## src/rtl/irqc_pkg.sv

```systemverilog
// Package: shared constants for the prioritized interrupt controller.
// Assumes status byte layout is fixed by the core's status register decode.
package irqc_pkg;
    localparam int STAT_SENSE_BIT = 7;  // sense bit position, decoded by core
    localparam int STAT_GIE_BIT   = 2;  // global enable position, decoded by core
    localparam int DEF_NSRC       = 12;
    localparam logic [7:0] DEF_ENA_BASE = 8'h20;
endpackage

```

## src/rtl/irqc_pend_bank.sv

```systemverilog
// Pending latch bank: one sticky bit per source.
// Assumes set and clear are single-cycle strobes; set has priority over clear.
module irqc_pend_bank #(
    parameter int NSRC = 12
) (
    input  logic            clk,
    input  logic            rst_n,
    input  logic [NSRC-1:0] set_i,
    input  logic [NSRC-1:0] clr_i,
    output logic [NSRC-1:0] pend_o
);
    generate
        for (genvar g = 0; g < NSRC; g++) begin : g_bit
            // Latch a pulse; clear only on service, a same-cycle pulse wins.
            always_ff @(posedge clk) begin
                if (!rst_n)
                    pend_o[g] <= 1'b0;
                else if (set_i[g])
                    pend_o[g] <= 1'b1;
                else if (clr_i[g])
                    pend_o[g] <= 1'b0;
            end

            assert_hold_R2: assert property (@(posedge clk) disable iff (!rst_n)
                pend_o[g] && !clr_i[g] |=> pend_o[g]);
            assert_pulse_wins_R9: assert property (@(posedge clk) disable iff (!rst_n)
                set_i[g] |=> pend_o[g]);
        end
    endgenerate
endmodule

```

## src/rtl/irqc_prio_enc.sv

```systemverilog
// Fixed priority encoder: lowest set index wins.
// Assumes NSRC >= 2; grant is one-hot or zero.
module irqc_prio_enc #(
    parameter int NSRC  = 12,
    parameter int IDX_W = $clog2(NSRC)
) (
    input  logic [NSRC-1:0]  req_i,
    output logic             valid_o,
    output logic [IDX_W-1:0] idx_o,
    output logic [NSRC-1:0]  grant_o
);
    // Scan from lowest priority up so the lowest index is assigned last.
    always_comb begin
        idx_o   = '0;
        grant_o = '0;
        for (int i = NSRC - 1; i >= 0; i--) begin
            if (req_i[i]) begin
                idx_o      = IDX_W'(i);
                grant_o    = '0;
                grant_o[i] = 1'b1;
            end
        end
    end

    assign valid_o = |req_i;

    always_comb begin
        assert_onehot_R5: assert ($onehot0(grant_o));
    end
endmodule

```

## src/rtl/irqc_gie.sv

```systemverilog
// Global interrupt enable flag driven by core events and acknowledge.
// Assumes clear requests (ack, disable) take priority over set requests.
module irqc_gie (
    input  logic clk,
    input  logic rst_n,
    input  logic ack_fire_i,
    input  logic di_i,
    input  logic ei_i,
    input  logic reti_i,
    output logic gie_o
);
    // Update the flag; any clear source beats any set source.
    always_ff @(posedge clk) begin
        if (!rst_n)
            gie_o <= 1'b0;
        else if (ack_fire_i || di_i)
            gie_o <= 1'b0;
        else if (ei_i || reti_i)
            gie_o <= 1'b1;
    end

    assert_ack_clears_R6: assert property (@(posedge clk) disable iff (!rst_n)
        ack_fire_i |=> !gie_o);
    assert_set_R7: assert property (@(posedge clk) disable iff (!rst_n)
        (ei_i || reti_i) && !ack_fire_i && !di_i |=> gie_o);
    assert_di_R7: assert property (@(posedge clk) disable iff (!rst_n)
        di_i |=> !gie_o);
endmodule

```

## src/rtl/prio_irq_ctrl.sv

```systemverilog
// Top: prioritized latched interrupt controller with byte-wide enable registers.
// Assumes the core asserts ack_i only at an instruction boundary; an ack
// without a live request is ignored.
module prio_irq_ctrl
    import irqc_pkg::*;
#(
    parameter int          NSRC     = DEF_NSRC,
    parameter int          ADDR_W   = 8,
    parameter int          DATA_W   = 8,
    parameter int          VEC_W    = 12,
    parameter logic [ADDR_W-1:0] ENA_BASE = ADDR_W'(DEF_ENA_BASE),
    parameter logic [VEC_W-1:0]  VEC_BASE = '0
) (
    input  logic              clk,
    input  logic              rst_n,
    input  logic [NSRC-1:0]   src_pulse_i,
    input  logic              cfg_we_i,
    input  logic [ADDR_W-1:0] cfg_addr_i,
    input  logic [DATA_W-1:0] cfg_wdata_i,
    input  logic              di_i,
    input  logic              ei_i,
    input  logic              reti_i,
    input  logic              ack_i,
    output logic              irq_o,
    output logic [VEC_W-1:0]  vec_o,
    output logic [7:0]        stat_o
);
    localparam int IDX_W = $clog2(NSRC);

    logic [NSRC-1:0]  ena_q;
    logic [NSRC-1:0]  pend;
    logic [NSRC-1:0]  live;
    logic [NSRC-1:0]  grant;
    logic [NSRC-1:0]  clr;
    logic [IDX_W-1:0] win_idx;
    logic             sense;
    logic             gie;
    logic             ack_fire;
    logic             unused_wdata;

    assign unused_wdata = ^cfg_wdata_i;

    generate
        for (genvar g = 0; g < NSRC; g++) begin : g_ena
            localparam int BYTE = g / DATA_W;
            localparam int BIT  = g % DATA_W;
            // Load this enable bit when its byte register is written.
            always_ff @(posedge clk) begin
                if (!rst_n)
                    ena_q[g] <= 1'b0;
                else if (cfg_we_i && cfg_addr_i == ENA_BASE + ADDR_W'(BYTE))
                    ena_q[g] <= cfg_wdata_i[BIT];
            end
        end
    endgenerate

    irqc_pend_bank #(.NSRC(NSRC)) pend_i (
        .clk    (clk),
        .rst_n  (rst_n),
        .set_i  (src_pulse_i),
        .clr_i  (clr),
        .pend_o (pend)
    );

    assign live = pend & ena_q;

    irqc_prio_enc #(.NSRC(NSRC), .IDX_W(IDX_W)) enc_i (
        .req_i   (live),
        .valid_o (sense),
        .idx_o   (win_idx),
        .grant_o (grant)
    );

    irqc_gie gie_i (
        .clk        (clk),
        .rst_n      (rst_n),
        .ack_fire_i (ack_fire),
        .di_i       (di_i),
        .ei_i       (ei_i),
        .reti_i     (reti_i),
        .gie_o      (gie)
    );

    // Request, acknowledge qualification and latch clear for the winner.
    assign irq_o    = gie & sense;
    assign ack_fire = ack_i & irq_o;
    assign clr      = grant & {NSRC{ack_fire}};
    assign vec_o    = VEC_BASE + VEC_W'({win_idx, 1'b0});

    // Status byte as seen by the core.
    always_comb begin
        stat_o                 = '0;
        stat_o[STAT_SENSE_BIT] = sense;
        stat_o[STAT_GIE_BIT]   = gie;
    end

    assert_req_needs_gie_R4: assert property (@(posedge clk) disable iff (!rst_n)
        irq_o |-> stat_o[STAT_GIE_BIT] && stat_o[STAT_SENSE_BIT]);
    assert_ack_drops_req_R6: assert property (@(posedge clk) disable iff (!rst_n)
        ack_fire |=> !irq_o);
    assert_vec_stable_R5: assert property (@(posedge clk) disable iff (!rst_n)
        irq_o && !ack_i && !$past(ack_i) && $stable(live) |-> $stable(vec_o));
    assert_mask_keeps_R3: assert property (@(posedge clk) disable iff (!rst_n)
        cfg_we_i && !ack_fire && (|pend) |=> (|pend));
endmodule

```

## config.mk

```make
export PLATFORM = sky130hd
export DESIGN_NAME = prio_irq_ctrl
export DESIGN_NICKNAME = d
export VERILOG_FILES = /design/src/rtl/irqc_pkg.sv /design/src/rtl/irqc_pend_bank.sv /design/src/rtl/irqc_prio_enc.sv /design/src/rtl/irqc_gie.sv /design/src/rtl/prio_irq_ctrl.sv
export SDC_FILE = /design/constraint.sdc
export NUM_CORES = 1
export LEC_CHECK = 0
export CAP_MARGIN = 10
export CORE_AREA = 3 3 61 63
export DETAILED_ROUTE_END_ITERATION = 12
export DIE_AREA = 0 0 64 66
export MAX_ROUTING_LAYER = met4
export PLACE_DENSITY = 0.71
export SYNTH_ARGS = -nofsm -noshare
export SYNTH_HDL_FRONTEND = slang
export SYNTH_SLANG_ARGS = --single-unit
```

## constraint.sdc

```tcl
create_clock -name clk -period 2.8 [get_ports clk]
set_clock_uncertainty 0.15 [all_clocks]
set_input_delay 0.56 -clock clk [delete_from_list [all_inputs] [get_ports clk]]
set_output_delay 0.56 -clock clk [all_outputs]
set_load 0.05 [all_outputs]
```

==> impl_metrics.py, run 1 <==
metrics = {
    "clock_tree": {
        "clkTransAtPathRegs_ns": 0.13,
        "htree_levels": 1,
        "clkLatencyLatePin_ns": 0.31,
        "cts_tree": "done",
        "root_buffer": "clkbuf_4",
        "cts_hold_buf": 0,
        "clk_path_buf_depth": 2,
        "cts_setup_buffers": 0,
        "cts_made_buffers": 3,
        "clock-sinks": 25,
    },
    "yosys": {
        "synthArstFlopShare": 0,
        "synthTopCellsByArea": "dfxtp_1 (39%), o21ai_0 (9.6%), buf_4 (9.3%)",
        "yosysUniqueCellTypes": 35,
        "synth_top_area_share": 0.386,
        "netlist_instances": 156,
        "ys_seq_elements": 25,
        "synth_area_leader_cell": "dfxtp_1",
        "syn_area_um2": 1300,
        "synth-edff-count": 0,
        "ys.flop_type": "dfxtp_1",
        "seq_area_frac_synth": 0.386,
        "synth_warnings": 0,
        "syn_area_per_cell_um2": 8.32,
    },
    "floorplanning": {
        "design.core.area_um2": 3280,
        "die_y_um": 66,
        "io_pins": 56,
        "fp-row-count": 21,
        "start_util": 0.395,
        "die_width_um": 64,
        "die_area_um2": 4220,
    },
    "grt": {
        "antenna_found_initial": 0,
        "grt_max_degree": 34,
        "grt_pass1_wl_mm": 4.89,
        "track_usage": 0.150,
        "grt_pass1_vias": 1144,
        "gr-total-overflow": 0,
    },
    "setup_path": {
        "r2r_slack_ns": 1.02,
        "crit_path_end_kind": "output port",
        "path_depth": 4,
        "critPathKind": "register to output port",
        "crit_path_start_kind": "register",
        "cp_top_family": "compound AO/OA/AOI/OAI gates",
        "critical_path_buf_inv_count": 1,
        "cp_max_fo": 6,
        "ff2ff_path_depth": 4,
        "cp_slowest_cell": "a222oi_1",
        "worst_ep_required_time_ns": 2.09,
        "arrival_ns": 1.89,
        "critPathMaxStageDelay_ns": 0.43,
        "worstPathCellList": "a222oi_1, and2_4, nand2_1, dlygate4sd2_1",
    },
    "placed_design": {
        "place_ws_ns": 0.282,
        "routabilityCongestion": 0.842,
        "dp_cells": 238,
        "portBuffers": 41,
        "post-dp-hpwl_mm": 2.51,
    },
    "sta": {
        "layout_min_cycle_time_ns": 2.60,
        "fmax_mhz": 385,
        "slew_violations": 0,
        "hold_violations": 0,
        "worst_slack_ns": 0.202,
        "final.setup.tns_ns": 0,
        "slew_headroom": 0.661,
        "worst_pin_slew_ns": 0.508,
        "setup_violations": 0,
        "fin_crit_sh": 0.928,
        "rsz0062_at_grt": "no",
    },
    "cells_and_area": {
        "nNetsFinal": 232,
        "area_growth_pct": 31.9,
        "antennaDiodeCount": 0,
        "drive_gt1_frac": 0.0867,
        "fin_util": 0.521,
        "final_cells": 242,
    },
    "job": {
        "drv_cap": 0,
    },
    "hold_path": {
        "min_path_cells": 2,
        "min_path_type": "register to register",
    },
    "power": {
        "p_leak_nw": 0.663,
        "total_power_mw": 0.665,
        "peakVddDrop_v": 0.000148,
        "power_density_nw_per_um2": 389,
    },
    "routing": {
        "drt_first_iter_violations": 92,
        "ant_nets": 0,
        "vias": 1254,
        "drc": 0,
        "viasPerCell": 5.18,
        "drt_pass1_iterations": 4,
        "wl_per_cell_um": 12.9,
        "totalWireLength_mm": 3.13,
    },
    "status": {
        "status": "complete, no violations",
    },
}
[worst register-to-register path, stage by stage, from the launching register on]
cell and delay, ns:
dfxtp_1 0.38, a22oi_2 0.30, and4_1 0.34, nor3b_2 0.33, a41oi_1 0.16
[power by group]
| group | total [mW] | switching (mW) | internal (mW) |
|---|---|---|---|
| clock | 0.156 | 0.103 | 0.0534 |
| sequential | 0.382 | 0.0130 | 0.369 |
| combinational | 0.127 | 0.0719 | 0.0551 |
| total | 0.665 | 0.188 | 0.478 |
[cells by family (layout without fill, tap and decap cells)]
logic type | Yosys count | count (layout) | share of synthesized area
buffers and inverters | 29 | 56 | 0.131
AND/OR/NAND/NOR | 44 | 44 | 0.188
flip-flops | 25 | 25 | 0.386
AO/OA/AOI/OAI | 57 | 57 | 0.292
other | 1 | 14 | 0.00289
[timing repair]
action	CTS	global route
gates resized for setup	1	1
hold endpoints to repair	0	0
setup endpoints to repair	1	1
[metal layers]
metal | wire length, µm | vias up | GRT usage
met5 | 0 | - | -
met1 | 1300 | 553 | 0.154
li1 | - | 634 | -
met3 | 288 | 6 | 0.0408
met4 | 44 | 0 | 0.0701
met2 | 1500 | 61 | 0.266
[registers in the layout (all words and copies together) (netlist names)]
name           cells
ena_q             12
pend_i.pend_o     12
gie_i.gie_o        1
[metrics by stage]
| step | instance area [µm²] | hold WS, ns |
|---|---|---|
| floorplan | 1350 | 0.320 |
| global placement | 1680 | 0.340 |
| detailed placement | 1680 | 0.350 |
| CTS | 1710 | 0.372 |
| global route | 1710 | 0.394 |
| finish | 1710 | 0.371 |
[cells in the final DEF, fill, tap and decap left out, types with 2 or more instances in the layout]
| cell | count |
|---|---|
| a211oi_1 | 2 |
| a21oi_1 | 5 |
| a221oi_1 | 2 |
| a222oi_1 | 2 |
| a22oi_1 | 3 |
| a22oi_2 | 2 |
| a31oi_1 | 6 |
| a41oi_1 | 5 |
| buf_4 | 6 |
| clkbuf_4 | 3 |
| clkdlybuf4s50_1 | 35 |
| conb_1 | 14 |
| dfxtp_1 | 25 |
| inv_1 | 9 |
| nand2_1 | 17 |
| nand3_1 | 12 |
| nor2b_1 | 2 |
| nor3b_1 | 2 |
| o21ai_0 | 25 |
[synth_stat cells, types with 3 or more instances]
cell and n:
dfxtp_1 25, o21ai_0 25, nand2_1 17, buf_4 16, nand3_1 12, inv_1 9
a31oi_1 6, a21oi_1 5, a41oi_1 5, a22oi_1 3, clkbuf_1 3
[final timing paths]
path,from,end
hold / removal,ena_q[5],ena_q[5]
setup / recovery,ena_q[9],stat_o[7]
hold reg to reg,ena_q[5],ena_q[5]
setup reg to reg,ena_q[0],pend_i.pend_o[9]
[final cells by class]
class,instances,area (µm²)
repair buffers,43,417
well taps,46,57.6
flip-flops and latches,25,500
inverters,9,33.8
fillers,319,1570
multi-input cells,115,676
clock inverters,1,5.00
clock buffers,3,22.5
Power figures use the tool's default switching activity.
==> run 2, diff against run 1 <==
--- a/config.mk
+++ b/config.mk
@@ -6,11 +6,13 @@
 export NUM_CORES = 1
 export LEC_CHECK = 0
 export CAP_MARGIN = 10
-export CORE_AREA = 3 3 61 63
+export CELL_PAD_IN_SITES_DETAIL_PLACEMENT = 0
+export CELL_PAD_IN_SITES_GLOBAL_PLACEMENT = 1
+export CORE_AREA = 3 3 68 70
 export DETAILED_ROUTE_END_ITERATION = 12
-export DIE_AREA = 0 0 64 66
+export DIE_AREA = 0 0 71 73
 export MAX_ROUTING_LAYER = met4
-export PLACE_DENSITY = 0.71
+export PLACE_DENSITY = 0.79
 export SYNTH_ARGS = -nofsm -noshare
 export SYNTH_HDL_FRONTEND = slang
 export SYNTH_SLANG_ARGS = --single-unit
==> impl_metrics.py, run 2 (synthesized netlist as in run 1, its figures left out) <==
metrics = {
    "sta": {
        "rsz0062_at_grt": "no",
        "worst_pin_slew_ns": 0.500,
        "fin_crit_sh": 0.905,
        "setup_violations": 0,
        "slew_headroom": 0.666,
        "final.setup.tns_ns": 0,
        "hold_ws_ns": 0.364,
        "fmax_mhz": 394,
        "slew_violations": 0,
        "layout_min_cycle_time_ns": 2.53,
        "worst_slack_ns": 0.265,
        "hold_violations": 0,
    },
    "grt": {
        "grt_max_degree": 34,
        "antenna_found_initial": 0,
        "track_usage": 0.127,
        "gr-total-overflow": 0,
        "grt_pass1_vias": 1186,
        "grt_pass1_wl_mm": 5.19,
    },
    "clock_tree": {
        "cts_made_buffers": 3,
        "clock-sinks": 25,
        "root_buffer": "clkbuf_8",
        "htree_levels": 1,
        "clkTransAtPathRegs_ns": 0.09,
        "cts_tree": "done",
        "clkLatencyLatePin_ns": 0.26,
        "clk_path_buf_depth": 2,
    },
    "placed_design": {
        "dp_cells": 242,
        "portBuffers": 41,
        "post-dp-hpwl_mm": 2.56,
        "place_ws_ns": 0.300,
        "routabilityCongestion": 0.768,
    },
    "floorplanning": {
        "die_area_um2": 5180,
        "io_pins": 56,
        "fp-row-count": 23,
        "die_width_um": 71,
        "design.core.area_um2": 4030,
        "start_util": 0.322,
        "die_y_um": 73,
    },
    "setup_path": {
        "arrival_ns": 1.82,
        "worst_ep_required_time_ns": 2.09,
        "crit_path_end_kind": "output port",
        "critPathKind": "register to output port",
        "cp_max_fo": 6,
        "crit_path_start_kind": "register",
    },
    "routing": {
        "drt_first_iter_violations": 80,
        "vias": 1266,
        "viasPerCell": 5.15,
        "totalWireLength_mm": 3.29,
        "ant_nets": 0,
        "drt_pass1_iterations": 4,
        "drc": 0,
        "wl_per_cell_um": 13.4,
    },
    "cells_and_area": {
        "antennaDiodeCount": 0,
        "mostFrequentLayoutCells": "clkdlybuf4s50_1 (35), o21ai_0 (25), dfxtp_1 (25)",
        "final_cells": 246,
        "drive_gt1_frac": 0.0816,
        "nFillCells": 421,
        "final_common_cell": "clkdlybuf4s50_1",
        "fin_util": 0.430,
        "nNetsFinal": 232,
        "reg_top3": "ena_q x12, pend_i.pend_o x12, gie_i.gie_o x1",
        "area_growth_pct": 33.7,
    },
    "hold_path": {
        "min_path_type": "register to register",
    },
    "status": {
        "status": "complete, no violations",
    },
    "power": {
        "peakVddDrop_v": 0.000163,
        "power_density_nw_per_um2": 416,
        "p_leak_nw": 0.669,
    },
    "job": {
        "drv_cap": 0,
    },
}
[run 2: per-stage QoR]
step,cell area [µm²],power (mW)
global route,1730,0.751
finish,1730,0.721
floorplan,1350,0.472
global placement,1690,0.514
CTS,1730,0.727
detailed placement,1690,0.517
[run 2: critical path, cell delays in order (launching register included)]
cell and delay, ns:
dfxtp_1 0.37, a222oi_1 0.42, and2_4 0.25, nand2_1 0.08, dlygate4sd2_1 0.43
[run 2: final timing paths]
check	startpoint	end	cells past startpoint	slack (ns)
max	ena_q[9]	stat_o[7]	4	0.27
min	ena_q[5]	ena_q[5]	2	0.36
max reg2reg	ena_q[0]	pend_i.pend_o[9]	4	1.02
min reg2reg	ena_q[5]	ena_q[5]	2	0.36
[run 2: cell type report]
| type | instances | area [µm²] | share of cell area |
|---|---|---|---|
| Sequential cell | 25 | 500 | 0.289 |
| Multi-Input combinational cell | 115 | 676 | 0.390 |
| Timing Repair Buffer | 43 | 417 | 0.240 |
| Inverter | 9 | 33.8 | 0.0195 |
| Tap cell | 50 | 62.6 | 0.0361 |
| Clock buffer | 4 | 45.0 | 0.0260 |
[run 2: repair_timing]
action                                 4_1_cts  5_1_grt
setup buffers                                0        0
gates resized for setup                      1        1
endpoints found under the hold margin        0        0
setup endpoints to repair                    1        1
hold buffers                                 0        0
[run 2: power breakdown]
group | switching, mW | internal, mW | total, mW
clock | 0.110 | 0.102 | 0.211
sequential | 0.0133 | 0.369 | 0.382
combinational | 0.0723 | 0.0551 | 0.127
[run 2: metal layers]
| layer | routed length, µm | vias to the layer above | track usage |
|---|---|---|---|
| li1 | - | 637 | - |
| met1 | 1500 | 570 | 0.156 |
| met2 | 1530 | 57 | 0.211 |
| met3 | 236 | 2 | 0.0275 |
| met4 | 19 | 0 | 0.0376 |
| met5 | 0 | - | - |
==> run 3, diff against run 2 <==
--- a/config.mk
+++ b/config.mk
@@ -5,6 +5,7 @@
 export SDC_FILE = /design/constraint.sdc
 export NUM_CORES = 1
 export LEC_CHECK = 0
+export ABC_CLOCK_PERIOD_IN_PS = 2800
 export CAP_MARGIN = 10
 export CELL_PAD_IN_SITES_DETAIL_PLACEMENT = 0
 export CELL_PAD_IN_SITES_GLOBAL_PLACEMENT = 1
==> results of run 3 <==
The final DEF is identical to that of run 2; final timing and power are the same.
